--- src/rtl/capcmp_pkg.sv ---
package capcmp_pkg;
  localparam int BYTE_W = 8;
  localparam int WORD_W = 2 * BYTE_W;

  typedef enum logic [1:0] {
    MODE_CMP  = 2'b00,
    MODE_PWM  = 2'b01,
    MODE_CAP  = 2'b10,
    MODE_CAP2 = 2'b11
  } modeE;

  // strobes from control to datapath
  typedef struct packed {
    logic wrLo;       // store low byte buffer
    logic wrHi;       // store high byte buffer
    logic cmpDirect;  // compare mode: commit {hi,lo} now
    logic pendStage;  // PWM mode: stage {hi,lo} as pending
    logic pendLoad;   // PWM mode: move pending into compare
    logic capTake;    // sample counter into capture register
    logic hiLatch;    // freeze capture upper byte
    logic selCap;     // read mux picks capture side
  } strobeT;
endpackage

--- src/rtl/capcmp_ctrl.sv ---
module capcmp_ctrl
  import capcmp_pkg::*;
(
  input  logic       clk,
  input  logic       rstN,
  input  logic [1:0] modeSel,
  input  logic       busWrEn,
  input  logic       busRdEn,
  input  logic       busAddr,
  input  logic       captureTrig,
  input  logic       pwmCycleEnd,
  output strobeT     stb
);
  logic capMode, pwmMode, cmpMode;
  logic pendValid;

  assign capMode = modeSel[1];
  assign pwmMode = (modeE'(modeSel) == MODE_PWM);
  assign cmpMode = (modeE'(modeSel) == MODE_CMP);

  always_comb begin
    stb           = '0;
    stb.wrLo      = !capMode && busWrEn && !busAddr;
    stb.wrHi      = !capMode && busWrEn && busAddr;
    stb.cmpDirect = cmpMode && busWrEn && busAddr;
    stb.pendStage = pwmMode && busWrEn && busAddr;
    stb.pendLoad  = pwmMode && pwmCycleEnd && pendValid;
    stb.capTake   = capMode && captureTrig;
    stb.hiLatch   = capMode && busRdEn && !busAddr;
    stb.selCap    = capMode;
  end

  always_ff @(posedge clk or negedge rstN) begin
    if (!rstN)              pendValid <= 1'b0;
    else if (stb.pendStage) pendValid <= 1'b1;
    else if (stb.pendLoad)  pendValid <= 1'b0;
    else if (stb.cmpDirect) pendValid <= 1'b0;
  end

  p_stage_sets_pending_r4: assert property (@(posedge clk) disable iff (!rstN)
    stb.pendStage |=> pendValid);
  p_load_only_when_pending_r6: assert property (@(posedge clk) disable iff (!rstN)
    stb.pendLoad |-> pendValid);
  p_load_clears_pending_r6: assert property (@(posedge clk) disable iff (!rstN)
    (stb.pendLoad && !stb.pendStage) |=> !pendValid);
  p_no_trigger_outside_capture_r12: assert property (@(posedge clk) disable iff (!rstN)
    !modeSel[1] |-> !stb.capTake);
endmodule

--- src/rtl/capcmp_dp.sv ---
module capcmp_dp
  import capcmp_pkg::*;
(
  input  logic              clk,
  input  logic              rstN,
  input  strobeT            stb,
  input  logic              busAddr,
  input  logic [BYTE_W-1:0] busWrData,
  input  logic [WORD_W-1:0] counterVal,
  output logic [BYTE_W-1:0] busRdData,
  output logic [WORD_W-1:0] compareVal
);
  logic [BYTE_W-1:0] loBuf, hiBuf, hiHold;
  logic [WORD_W-1:0] pendReg, cmpReg, capReg;
  logic [WORD_W-1:0] assembled;

  assign assembled = {busWrData, loBuf};

  always_ff @(posedge clk or negedge rstN) begin
    if (!rstN) begin
      loBuf <= '0;
      hiBuf <= '0;
    end else begin
      if (stb.wrLo) loBuf <= busWrData;
      if (stb.wrHi) hiBuf <= busWrData;
    end
  end

  always_ff @(posedge clk or negedge rstN) begin
    if (!rstN) begin
      pendReg <= '0;
      cmpReg  <= '0;
    end else begin
      if (stb.pendStage)      pendReg <= assembled;
      if (stb.cmpDirect)      cmpReg  <= assembled;
      else if (stb.pendLoad)  cmpReg  <= pendReg;
    end
  end

  always_ff @(posedge clk or negedge rstN) begin
    if (!rstN) begin
      capReg <= '0;
      hiHold <= '0;
    end else begin
      if (stb.capTake) capReg <= counterVal;
      if (stb.hiLatch) hiHold <= capReg[WORD_W-1:BYTE_W];
    end
  end

  always_comb begin
    if (stb.selCap) busRdData = busAddr ? hiHold : capReg[BYTE_W-1:0];
    else            busRdData = busAddr ? hiBuf  : loBuf;
  end

  assign compareVal = cmpReg;

  p_lo_write_keeps_compare_r3: assert property (@(posedge clk) disable iff (!rstN)
    (stb.wrLo && !stb.pendLoad) |=> $stable(cmpReg));
  p_capture_samples_counter_r8: assert property (@(posedge clk) disable iff (!rstN)
    stb.capTake |=> capReg == $past(counterVal));
  p_latch_takes_old_high_r11: assert property (@(posedge clk) disable iff (!rstN)
    stb.hiLatch |=> hiHold == $past(capReg[WORD_W-1:BYTE_W]));
  p_direct_commit_r2: assert property (@(posedge clk) disable iff (!rstN)
    stb.cmpDirect |=> cmpReg == {$past(busWrData), $past(loBuf)});
endmodule

--- src/rtl/capcmp_reg.sv ---
module capcmp_reg
  import capcmp_pkg::*;
(
  input  logic              clk,
  input  logic              rstN,
  input  logic              busWrEn,
  input  logic              busRdEn,
  input  logic              busAddr,
  input  logic [BYTE_W-1:0] busWrData,
  output logic [BYTE_W-1:0] busRdData,
  input  logic [1:0]        modeSel,
  input  logic [WORD_W-1:0] counterVal,
  input  logic              captureTrig,
  input  logic              pwmCycleEnd,
  output logic [WORD_W-1:0] compareVal
);
  strobeT stb;

  capcmp_ctrl ctrl_i (
    .clk(clk), .rstN(rstN), .modeSel(modeSel), .busWrEn(busWrEn),
    .busRdEn(busRdEn), .busAddr(busAddr), .captureTrig(captureTrig),
    .pwmCycleEnd(pwmCycleEnd), .stb(stb)
  );

  capcmp_dp dp_i (
    .clk(clk), .rstN(rstN), .stb(stb), .busAddr(busAddr),
    .busWrData(busWrData), .counterVal(counterVal),
    .busRdData(busRdData), .compareVal(compareVal)
  );

  p_capture_mode_freezes_compare_r10: assert property (@(posedge clk) disable iff (!rstN)
    modeSel[1] |=> $stable(compareVal));
  p_pwm_write_defers_r4: assert property (@(posedge clk) disable iff (!rstN)
    (modeSel == 2'b01 && !pwmCycleEnd) |=> $stable(compareVal));
endmodule

--- config.mk ---
export PLATFORM = sky130hd
export DESIGN_NAME = capcmp_reg
export DESIGN_NICKNAME = d
export VERILOG_FILES = /design/src/rtl/capcmp_pkg.sv /design/src/rtl/capcmp_ctrl.sv /design/src/rtl/capcmp_dp.sv /design/src/rtl/capcmp_reg.sv
export SDC_FILE = /design/constraint.sdc
export NUM_CORES = 1
export LEC_CHECK = 0
export ABC_AREA = 0
export BUFFER_PORTS_ARGS = -buffer_cell sky130_fd_sc_hd__buf_4
export CAP_MARGIN = 20
export CORE_MARGIN = 2
export CORE_UTILIZATION = 30
export CTS_CLUSTER_DIAMETER = 40
export CTS_CLUSTER_SIZE = 20
export DETAILED_ROUTE_END_ITERATION = 8
export PLACE_DENSITY = 0.46
export SLEW_MARGIN = 15
export SYNTH_ARGS = -nofsm -noshare
export SYNTH_HDL_FRONTEND = slang
export SYNTH_SLANG_ARGS = --single-unit
--- constraint.sdc ---
create_clock -name clk -period 1.9 [get_ports clk]
set_clock_uncertainty 0.05 [all_clocks]
set_input_delay 0.57 -clock clk [delete_from_list [all_inputs] [get_ports clk]]
set_output_delay 0.57 -clock clk [all_outputs]
set_load 0.02 [all_outputs]
==> results of run 1 <==
synth_stat cells (all sizes together):
master / instances / area share
and4bb: 1 / 0.0040
buf: 8 / 0.023
clkbuf: 1 / 0.0016
dfrtp: 73 / 0.58
inv: 1 / 0.0012
mux2: 56 / 0.21
mux2i: 15 / 0.047
mux4: 8 / 0.057
nand2: 19 / 0.023
nand3: 1 / 0.0016
nand3b: 2 / 0.013
nand4b: 2 / 0.010
nor3b: 1 / 0.0059
o21ai: 15 / 0.024
o221ai: 1 / 0.0028
path summary, 6_finish.rpt:
check                      depth (start not counted)                               to                         start
max in group asynchronous                          2       dp_i.capReg[2]$_DFFE_PN0P_                          rstN
setup reg to reg                                   4   dp_i.compareVal[9]$_DFFE_PN0P_  ctrl_i.pendValid$_DFFE_PN0P_
setup / recovery                                   2                     busRdData[2]     dp_i.loBuf[2]$_DFFE_PN0P_
min in group clk                                   2       dp_i.capReg[3]$_DFFE_PN0P_                 counterVal[3]
hold reg to reg                                    1       dp_i.hiHold[4]$_DFFE_PN0P_   dp_i.capReg[12]$_DFFE_PN0P_
hold / removal                                     1  dp_i.compareVal[12]$_DFFE_PN0P_                          rstN
critical path: cells and delay by family (launching register included):
kind,cells,cell delay [ns]
buf+inv,1,0.15
mux,1,0.48
flops,1,0.40
what timing repair did:
item                                    CTS  global route
gates resized for setup                  11             0
setup buffers                             9             1
pin swaps                                 0             0
gates cloned                              0             0
endpoints found under the setup margin    8             8
sequential cells by signal, summed over array words and instances (netlist names):
name,count
dp_i.pendReg,16
dp_i.compareVal,16
dp_i.hiHold,8
dp_i.hiBuf,8
dp_i.capReg,16
ctrl_i.pendValid,1
dp_i.loBuf,8
through the flow:
| stage | hold WS, ns | setup WS [ns] | std cells |
|---|---|---|---|
| 6_report | 0.101 | -0.100 | 424 |
| 4_1_cts | 0.107 | -0.129 | 423 |
| 5_1_grt | 0.115 | -0.162 | 424 |
| 3_5_place_dp | 0.435 | -0.235 | 398 |
| 2_1_floorplan | 0.224 | 0.00326 | 204 |
| 3_3_place_gp | 0.432 | -0.237 | 398 |
per-layer routing:
layer,vias to the layer above,wire length (um),track usage,share of wire
met4,0,92,0.0501,0.014
met2,50,2830,0.169,0.43
met1,953,3290,0.185,0.50
met3,7,400,0.0401,0.061
met5,-,0,0,0
li1,907,-,-,-
cell type report:
class	instances	area, um^2
Clock buffer	10	128
Clock inverter	6	67.6
Fill cell	1013	6140
Inverter	1	3.75
Multi-Input combinational cell	121	1260
Sequential cell	73	1830
Tap cell	136	170
Timing Repair Buffer	77	683
power groups by stage:
stage	clock network (uW)	registers (uW)	logic, uW
final	1210	2130	1230
after global routing	1320	2180	1330
after CTS	1260	2140	1240
after detailed placement	0	2190	1120
after global placement	0	2190	1100
after floorplan	0	2250	556
cell families (layout without fill, tap and decap cells):
kind of cell	Yosys count	in the layout	share of synthesized area
AOI/OAI and AO/OA	16	16	0.0265
muxes	79	79	0.314
buffers and inverters	10	94	0.0253
and+or+nand+nor	26	26	0.0569
DFF	73	73	0.577
==> flow_results.org, run 1 <==
** Logic synthesis
- Flip-flop and latch count after synthesis :: 73
- Post-synthesis instance area :: 0.00317 mm^2
- Of the synthesized area, sequential elements account for 0.577.
- For this run, the number of Yosys warnings is 0.
- When the netlist entered floorplanning its net count stood at ~240.
- In this run the mean area of a mapped cell was 15.5 um^2.
- Synthesis handed over a netlist of 204 instances.
- Post-synth cell types :: 19

** Setup path
- Of all nets on the critical path, the largest fanout is 2.
- Data arrival time of the critical path :: about 1.4 ns
- For this run, the slowest stage of the critical path takes between 0.4 and 0.5 ns.
- Endpoint type of the worst setup path :: output port
- Critical setup path kind :: register to output port
- Traced cell by cell, the critical path runs through mux4_2 -> buf_6.
- STA classifies the critical path startpoint as a register.
- On the critical path, the stage with the largest delay is an instance of mux4_2.
- R2R Setup Slk :: a little over 0.7 ns
- At the worst endpoint, the required time is 1.28 ns.

** Clock tree
- CTS clock-pin slew for the worst setup and hold paths :: 0.09 ns
- The clock drives 73 sinks.
- CTS built an H-tree with a depth of 3.
- Buffers inserted to repair hold after CTS numbered 0.
- TritonCTS built the clock tree.
- Root buffer cell :: clkbuf_8
- Max Buffers Root-to-Sink :: 2
- The later pin in the worst-skew pair is clocked with a latency of 0.34 ns.
- Num CTS Buffers :: 9

** Final layout
- After the last flow step, the layout net total stands at about 320.
- Commonest non-fill, non-tap cells in the layout :: dfrtp_1 (73), buf_4 (63), mux2_2 (47)
- Most frequent standard cell in the layout excluding fill and tap cells :: dfrtp_1
- Once layout is complete, the utilization of the core stands at 0.403.
- Of the cells placed in the final design, the portion with a size suffix greater than 1 is 0.559.
- Relative to the synthesized area, the layout overhead comes to 30.7%.
- Diodes inserted :: 0
- Final standard cell area without fillers :: 0.00414 mm^2

** Power and ir drop
- Net Sw Power :: 1330 uW
- Logic gate share of total power :: 0.268
- P_int :: 3240 uW
- Net switching share of the total power :: 0.291
- Of the total power, the clock network draws 0.265.
- The design draws 4570 uW.
- The analysis attributes to cell leakage a power of 0.00197 uW.
- The share of total power dissipated in sequential elements is 0.467.
- In this run the power density over the cells is 1110 mW/mm^2.
- VDD sags by at most 0.338 mV.

** STA
- Once routing completed, OpenROAD measured the worst setup slack at -0.100 ns.
- Post-Route Setup TNS :: -0.686 ns
- At the pin with the least slew margin, the transition time is roughly 0.43 ns.
- The max-slew violation count is 0.
- The routed design could run at a clock period as short as 2.00 ns.
- In the finished design, the share of the clock period the worst path needs comes to 1.05.
- Timing would allow up to 500 MHz.
- Final number of setup-violating endpoints :: 8
- Headroom to the max-slew limit came out at 0.711.
- Setup repair after global routing could not meet its margin everywhere.
- The number of failing hold endpoints at the final stage was 0.

** Global route
- The via count of the first global-routing pass was 1924.
- Antenna violations before repair :: 0
- Aggregate global-route resource usage :: 0.125
- Global-route wire length before repair :: 10700 um
- Largest net degree at the start of global routing :: 34
- After global routing the overflow that remains totals 0.

** Routing
- In the routed layout, each cell is associated on average with a via count of 4.52.
- After detailed routing, the number of remaining DRC violations is 0.
- WL/cell :: 15.6 um
- The first routing iteration left 54 violations.
- Number of antenna-violating nets in the routed design :: 0
- Final Routed Wirelength :: roughly 6600 um
- Via total after detailed routing :: 1917
- For this run, the detailed router's first-pass iteration total came to 4.

** Min path
- Class of the worst hold path :: input port to asynchronous set/reset pin

** Floorplan
- Die boundary height :: between 100 and 150 um
- Number of rows in the core area :: 37
- Horiz. Die Dim :: 107 um
- Die footprint :: 0.0114 mm^2
- Total I/O pin count :: 57
- The initial utilization of the core area, before any placement, comes to 0.308.
- The core region is 0.0103 mm^2.

** Status
- The flow ran to the end, but the final reports show violations.
- Violated checks :: setup timing

** Run
- Max-cap violations in this run came to 0.

** Placement
- Buffers placed on the I/O ports in this run total 56.
- In this run the cell area measured after placement is 0.00382 mm^2.
- At the end of routability-driven placement, the weighted congestion stood at between 0.6 and 0.7.
- After legalization and detailed placement, the total HPWL measured between 4000 and 5000 um.
No activity file was read; power rests on OpenSTA's default activity.
==> inputs of run 2 (changes only) <==
--- a/config.mk
+++ b/config.mk
@@ -9,11 +9,11 @@
 export BUFFER_PORTS_ARGS = -buffer_cell sky130_fd_sc_hd__buf_4
 export CAP_MARGIN = 20
 export CORE_MARGIN = 2
-export CORE_UTILIZATION = 30
+export CORE_UTILIZATION = 45
 export CTS_CLUSTER_DIAMETER = 40
 export CTS_CLUSTER_SIZE = 20
 export DETAILED_ROUTE_END_ITERATION = 8
-export PLACE_DENSITY = 0.46
+export PLACE_DENSITY = 0.65
 export SLEW_MARGIN = 15
 export SYNTH_ARGS = -nofsm -noshare
 export SYNTH_HDL_FRONTEND = slang
==> run 2 against run 1 <==
The flow still finishes with violations (setup timing). Via count down 3.6%. Power increased by 8.1%. Cell count fell by 8.5%. Combinational power about the same. Sequential share of layout area down 0.32 points. Clock power increased by 28%. Non-clock buffer count up 4. Critical path type is now input port to output port.
==> flow_results.org, run 2 (synthesized netlist as in run 1, its figures left out) <==
** Status
- Outcome :: finished with violations
- Violated checks :: setup timing

** Final layout
- The number of nets in the layout is 320 (+1.3%).
- Number of filler cells placed in the layout :: 526 (-48%)
- Fin cells :: 388 (-8.5%)
- Relative to the synthesized area, the layout overhead comes to 31.7%.
- The antenna diode count was 0 (unchanged).
- Most frequent standard cell in the layout excluding fill and tap cells :: dfrtp_1
- The share of post-route cells with drive strength above 1 is 0.565 (+0.00604).
- Leaving out fill and tap cells, the most frequent cells in the layout are dfrtp_1 (73), buf_4 (68), mux2_2 (47).

** Routing
- Number of DRC markers after the initial detailed-route iteration :: 67 (+24%)
- Total iterations of the first detailed-routing run :: 4 (unchanged)
- WL/cell :: 14.9 um (-4.1%)
- The ratio of routed vias to standard cells is 4.76 (+5.3%).
- The number of antenna-violating nets in the routed design is 0 (unchanged).
- Via total after detailed routing :: 1848 (-3.6%)
- The detailed-route wire length came to 5800 um (-12%).
- Number of DRC violations after detailed routing :: 0 (unchanged)

** Global route
- The total grt overflow is 0 (unchanged).
- The met3 global-route usage is 0.0330 (-0.00713).
- Met2 GRT Util :: 0.256 (+0.0874)
- The maximum number of pins on one net before global-route repair came to 74 (+120%).
- Aggregate global-route resource usage :: 0.169 (+0.0440)
- The number of antenna violations at the first check in global routing was 0 (unchanged).
- The met1 usage in global routing is 0.237 (+0.0523).
- The via count of the first global-routing pass was 1897 (-1.4%).
- Routing layer with the top usage in global route :: met2
- The first-pass GRT wire length came to 9770 um (-8.5%).

** Setup path
- Cell depth of the worst flop-to-flop path :: 4 (unchanged)
- The maximum fanout along the worst path is 9 (+7).
- Crit-path max cell delay :: 0.53 ns (+0.05 ns)
- Data arrival time of the critical path :: 1.37 ns (about the same)
- In this run the worst setup path begins at busAddr.
- The critical path goes through buf_12 -> mux4_2 -> buf_6.
- Endpoint type of the worst setup path :: output port
- Required time of the worst setup path :: 1.28 ns (about the same)
- Kind of start point of the critical path :: input port
- Among all stages on the critical path, the largest delay is contributed by mux4_2.
- Reg-to-Reg Start :: ctrl_i.pendValid$_DFFE_PN0P_
- By startpoint and endpoint, the worst setup path is classified as input port to output port.

** Clock tree
- The number of buffers added to fix hold violations after cts was 0 (unchanged).
- TritonCTS built the clock tree.
- Insertion delay of the later-clocked pin in the worst-skew pair :: 0.34 ns (about the same)
- Clock tree synthesis selected as its root buffer the cell clkbuf_8.
- The buffer depth of the longest clock path came to 2 (unchanged).
- Num CTS Buffers :: 9 (unchanged)
- CTS clock-pin slew for the worst setup and hold paths :: 0.07 ns (-0.02 ns)
- CTS sink count :: 73 (unchanged)
- Maximum level of the CTS H-tree :: 3 (unchanged)

** Placement
- Number of placed instances, taps included :: 356 (-11%)
- Routability congestion estimate :: 0.722 (+5.5%)
- Pre-CTS setup slack :: -0.208 ns (+0.0270 ns)
- Post-detailed-placement half-perimeter wirelength :: 3990 um (-13%)
- Number of buffers inserted by port buffering :: 56 (unchanged)

** Run
- Number of maximum-capacitance violations :: 0 (unchanged)

** Floorplan
- Horiz. Die Dim :: 87.9 um (-18%)
- Total I/O pin count :: 57 (unchanged)
- Starting Density :: 0.466 (+0.158)
- The y dimension of the die came to 87.9 um (-18%).
- The die footprint was 0.00772 mm^2 (-32%).
- The number of standard-cell rows in the floorplan was 30 (-19%).
- Floorplan Core Area :: 0.00679 mm^2 (-34%)

** STA
- The max-slew violation count is 0 (unchanged).
- Final WS setup :: -0.0928 ns (+0.00747 ns)
- The shortest period the worst path allows came to 1.99 ns (-0.00747 ns).
- The top achievable clock speed came to 502 MHz (+0.37%).
- Post-Route Setup TNS :: -0.627 ns (+0.0594 ns)
- Slew of the pin with the lowest slew margin :: 0.376 ns (-0.0578 ns)
- Post-route fraction of the period consumed by the critical path :: 1.05 (-0.00393)
- Slew Limit Headroom :: 0.749 (+0.0385)
- Hold Vio Cnt, Final :: 0 (unchanged)
- The setup violation total in the final timing report was 8 (unchanged).
- Setup repair after global routing missed its margin :: true

** Min path
- Class of the worst hold path :: input port to asynchronous set/reset pin

** Power and ir drop
- The worst voltage drop across the vdd grid came to 0.585 mV (+73%).
- Lkg Pwr :: 0.00202 uW (+2.8%)
- The ratio of total power to cell area is 1190 mW/mm^2 (+7.3%).
run 2: metrics by stage:
stage | utilization | hold WS (ns) | total power, uW | area [um^2]
finish | 0.613 | 0.177 | 4940 | 4170
global route | 0.613 | 0.208 | 5210 | 4170
CTS | 0.607 | 0.188 | 4970 | 4120
detailed placement | 0.552 | 0.440 | 3290 | 3750
global placement | 0.552 | 0.433 | 3260 | 3750
floorplan | - | 0.224 | 2810 | 3170
run 2: path summary, 6_finish.rpt:
kind                                                   to  slack (ns)
max                                          busRdData[2]       -0.09
min                            dp_i.hiHold[1]$_DFFE_PN0P_        0.18
max reg2reg                dp_i.compareVal[5]$_DFFE_PN0P_        0.71
min reg2reg                    dp_i.hiHold[5]$_DFFE_PN0P_        0.45
max in group asynchronous    dp_i.pendReg[11]$_DFFE_PN0P_        1.32
min in group clk              dp_i.capReg[14]$_DFFE_PN0P_        0.41
run 2: routing by layer:
layer	vias to the layer above	wire (um)
met5	-	0
met4	0	110
met3	9	177
met2	33	2790
met1	900	2720
li1	906	-
run 2: worst max-delay path: cells and delay by family:
family | cells | cell delay (ns)
buffers and inverters | 2 | 0.27
multiplexers | 1 | 0.53
run 2: cell type report:
class / instances / area [um^2] / share of cell area
clock buffer: 10 / 128 / 0.0306
tap: 96 / 120 / 0.0288
timing repair buffer: 81 / 701 / 0.168
multi-input combinational: 121 / 1260 / 0.302
clock inverter: 6 / 130 / 0.0312
sequential: 73 / 1830 / 0.438
inverter: 1 / 3.75 / 0.000901
run 2: power breakdown:
group | internal (uW) | switching [uW] | total [uW]
clock | 1000 | 548 | 1550
sequential | 1930 | 203 | 2130
combinational | 732 | 528 | 1260
total | 3660 | 1280 | 4940
run 2: timing repair:
item                       CTS  global route
resized for setup           11             0
cloned                       0             0
buffers inserted            10             6
setup endpoints to repair    8             8
==> inputs of run 3 (changes only) <==
--- a/config.mk
+++ b/config.mk
@@ -8,7 +8,7 @@
 export ABC_AREA = 0
 export BUFFER_PORTS_ARGS = -buffer_cell sky130_fd_sc_hd__buf_4
 export CAP_MARGIN = 20
-export CORE_MARGIN = 2
+export CORE_MARGIN = 10
 export CORE_UTILIZATION = 45
 export CTS_CLUSTER_DIAMETER = 40
 export CTS_CLUSTER_SIZE = 20
==> run 3 against run 2 <==
The run still ends with setup timing left. Count of clock-buffer cells in the layout decreased by 1. Combinational power hardly changed. Sequential cell count unchanged. Non-clock buffer count fell by 2. Global-route usage down 5.0 points. Largest power group unchanged. Highest routed layer unchanged.
==> flow_results.org, run 3 (synthesized netlist as in run 1, its figures left out) <==
** Status
- Outcome :: finished with violations
- Violated checks :: setup timing

** Setup path
- The maximum fanout along the worst path was 2 (-7).
- STA classifies the critical path startpoint as a register.
- STA classifies the critical path endpoint as an output port.
- Required time of the worst setup path :: 1.28 ns (about the same)
- Cell Chain, Critical Path :: mux4_2 -> buf_6
- Data arrival time of the critical path :: 1.37 ns (about the same)
- Critical setup path kind :: register to output port
- For this design, the slowest cell found on the critical path is mux4_2.
- Crit-path max cell delay :: 0.51 ns (-0.02 ns)

** Placement
- Post-detailed-placement half-perimeter wirelength :: 4580 um (+15%)
- The port buffer count came to 56 (unchanged).
- Routability congestion estimate :: 0.723 (about the same)

** Final layout
- The share of post-route cells with drive strength above 1 came to 0.564 (-0.00105).
- The number of nets in the layout came to 318 (-0.63%).
- Most frequent standard cell in the layout excluding fill and tap cells :: dfrtp_1
- Commonest non-fill, non-tap cells in the layout :: dfrtp_1 (73), buf_4 (64), mux2_2 (47)
- The area growth from synthesis to layout is 29.9%.
- Diodes inserted :: 0 (unchanged)
- The core utilization of the finished layout came to 0.602 (-0.0116).

** Run
- The number of max-capacitance violations reported is 0 (unchanged).

** Routing
- The ratio of routed vias to standard cells is 4.86 (+2.0%).
- Number of antenna-violating nets in the routed design :: 0 (unchanged)
- Number of DRC markers after the initial detailed-route iteration :: 40 (-40%)
- Via total after detailed routing :: 1871 (+1.2%)
- The detailed-routing iteration count for the pre-antenna-repair pass is 4 (unchanged).
- Number of DRC violations after detailed routing :: 0 (unchanged)
- WL/cell :: 16.2 um (+8.4%)
- The detailed-route wire length was 6240 um (+7.6%).

** Floorplan
- Total I/O pin count :: 57 (unchanged)
- Horiz. Die Dim :: 104 um (+18%)
- The initial cell density of the core was 0.463 (-0.00256).
- The area of the placeable core is 0.00683 mm^2 (+0.55%).
- Die boundary height :: 104 um (+18%)
- The die footprint was 0.0108 mm^2 (+40%).
- Number of rows in the core area :: 30 (unchanged)

** Clock tree
- TritonCTS built the clock tree.
- CTS clock-pin slew for the worst setup and hold paths :: 0.07 ns (about the same)
- CTS placed an instance of clkbuf_8 at the clock tree root.
- Insertion delay of the later-clocked pin in the worst-skew pair :: 0.33 ns (about the same)
- The buffer depth of the longest clock path is 2 (unchanged).
- The TritonCTS buffer count is 9 (unchanged).
- The number of clock sinks seen by CTS was 73 (unchanged).
- The CTS H-tree depth was 3 (unchanged).

** STA
- Final number of setup-violating endpoints :: 8 (unchanged)
- Final WS setup :: -0.0858 ns (+0.00698 ns)
- The worst max-slew margin expressed relative to the limit is 0.790 (+0.0407).
- Post-Route Setup TNS :: -0.548 ns (+0.0785 ns)
- Hold Vio Cnt, Final :: 0 (unchanged)
- Time the worst path needs with I/O delays and setup :: 1.99 ns (-0.00698 ns)
- Setup repair after global routing missed its margin :: true
- The worst-margin pin slew came to 0.315 ns (-0.0610 ns).
- Fmax :: 504 MHz (+0.35%)
- Final Max Tran Viols :: 0 (unchanged)
- The final period utilization is 1.05 (-0.00367).

** Global route
- Antenna violations before repair :: 0 (unchanged)
- The global-route usage over all layers was 0.119 (-0.0500).
- The total grt overflow is 0 (unchanged).
- The via count of the first global-routing pass was 2005 (+5.7%).
- Largest net degree at the start of global routing :: 37 (-50%)
- The first-pass GRT wire length came to 10500 um (+7.6%).

** Power and ir drop
- PwrDens :: 1100 mW/mm^2 (-7.3%)
- The cell leakage power came to 0.00199 uW (-1.9%).
- The worst voltage drop across the vdd grid came to 0.412 mV (-30%).

** Min path
- The path class of the tightest hold or removal check is input port to asynchronous set/reset pin.
## run 3: power breakdown
| group | internal [uW] | switching, uW | leakage, uW |
|---|---|---|---|
| Combinational | 717 | 530 | 0.00102 |
| Clock | 592 | 545 | 0.0000909 |
| Sequential | 1930 | 203 | 0.000878 |
| Total | 3240 | 1280 | 0.00199 |
## run 3: routing by layer
| metal | track usage | vias up | share of wire |
|---|---|---|---|
| li1 | - | 909 | - |
| met1 | 0.152 | 920 | 0.46 |
| met2 | 0.187 | 33 | 0.49 |
| met3 | 0.0266 | 9 | 0.030 |
| met4 | 0.0596 | 0 | 0.019 |
| met5 | 0 | - | 0 |
## run 3: repair_timing
item,CTS,global route
gates cloned,1,0
pin swaps,0,0
gates resized for setup,12,0
hold buffers,0,0
hold endpoints to repair,0,0
setup buffers,9,3
endpoints found under the setup margin,8,8
## run 3: per-stage QoR
step	area [um^2]	setup slack (ns)	instances	hold slack [ns]	total power, uW
after CTS	4090	-0.0990	382	0.0807	4560
after global routing	4110	-0.134	385	0.0855	4770
after floorplan	3170	0.00326	204	0.224	2810
final	4110	-0.0858	385	0.0789	4520
after detailed placement	3770	-0.212	357	0.441	3320
after global placement	3770	-0.213	357	0.433	3270
## run 3: cell type report
class / instances / area (um^2)
fillers: 576 / 2720
flip-flops and latches: 73 / 1830
multi-input cells: 121 / 1260
repair buffers: 79 / 718
clock buffers: 9 / 124
well taps: 96 / 120
clock inverters: 6 / 60.1
inverters: 1 / 3.75
## run 3: critical path: cells and delay by family (launching register included)
kind	cells	cell delay [ns]
flops	1	0.37
mux	1	0.51
buf+inv	1	0.16
## run 3: final timing paths
| path | startpoint | to | slack, ns | depth (start not counted) |
|---|---|---|---|---|
| worst max-delay path | dp_i.hiHold[1]$_DFFE_PN0P_ | busRdData[1] | -0.09 | 2 |
| worst min-delay path | rstN | dp_i.capReg[15]$_DFFE_PN0P_ | 0.08 | 1 |
| worst max register to register | ctrl_i.pendValid$_DFFE_PN0P_ | dp_i.compareVal[10]$_DFFE_PN0P_ | 0.73 | 4 |
| worst min register to register | dp_i.capReg[9]$_DFFE_PN0P_ | dp_i.hiHold[1]$_DFFE_PN0P_ | 0.46 | 1 |
| max in group asynchronous | rstN | dp_i.capReg[9]$_DFFE_PN0P_ | 1.22 | 2 |
| min in group clk | counterVal[13] | dp_i.capReg[13]$_DFFE_PN0P_ | 0.41 | 2 |
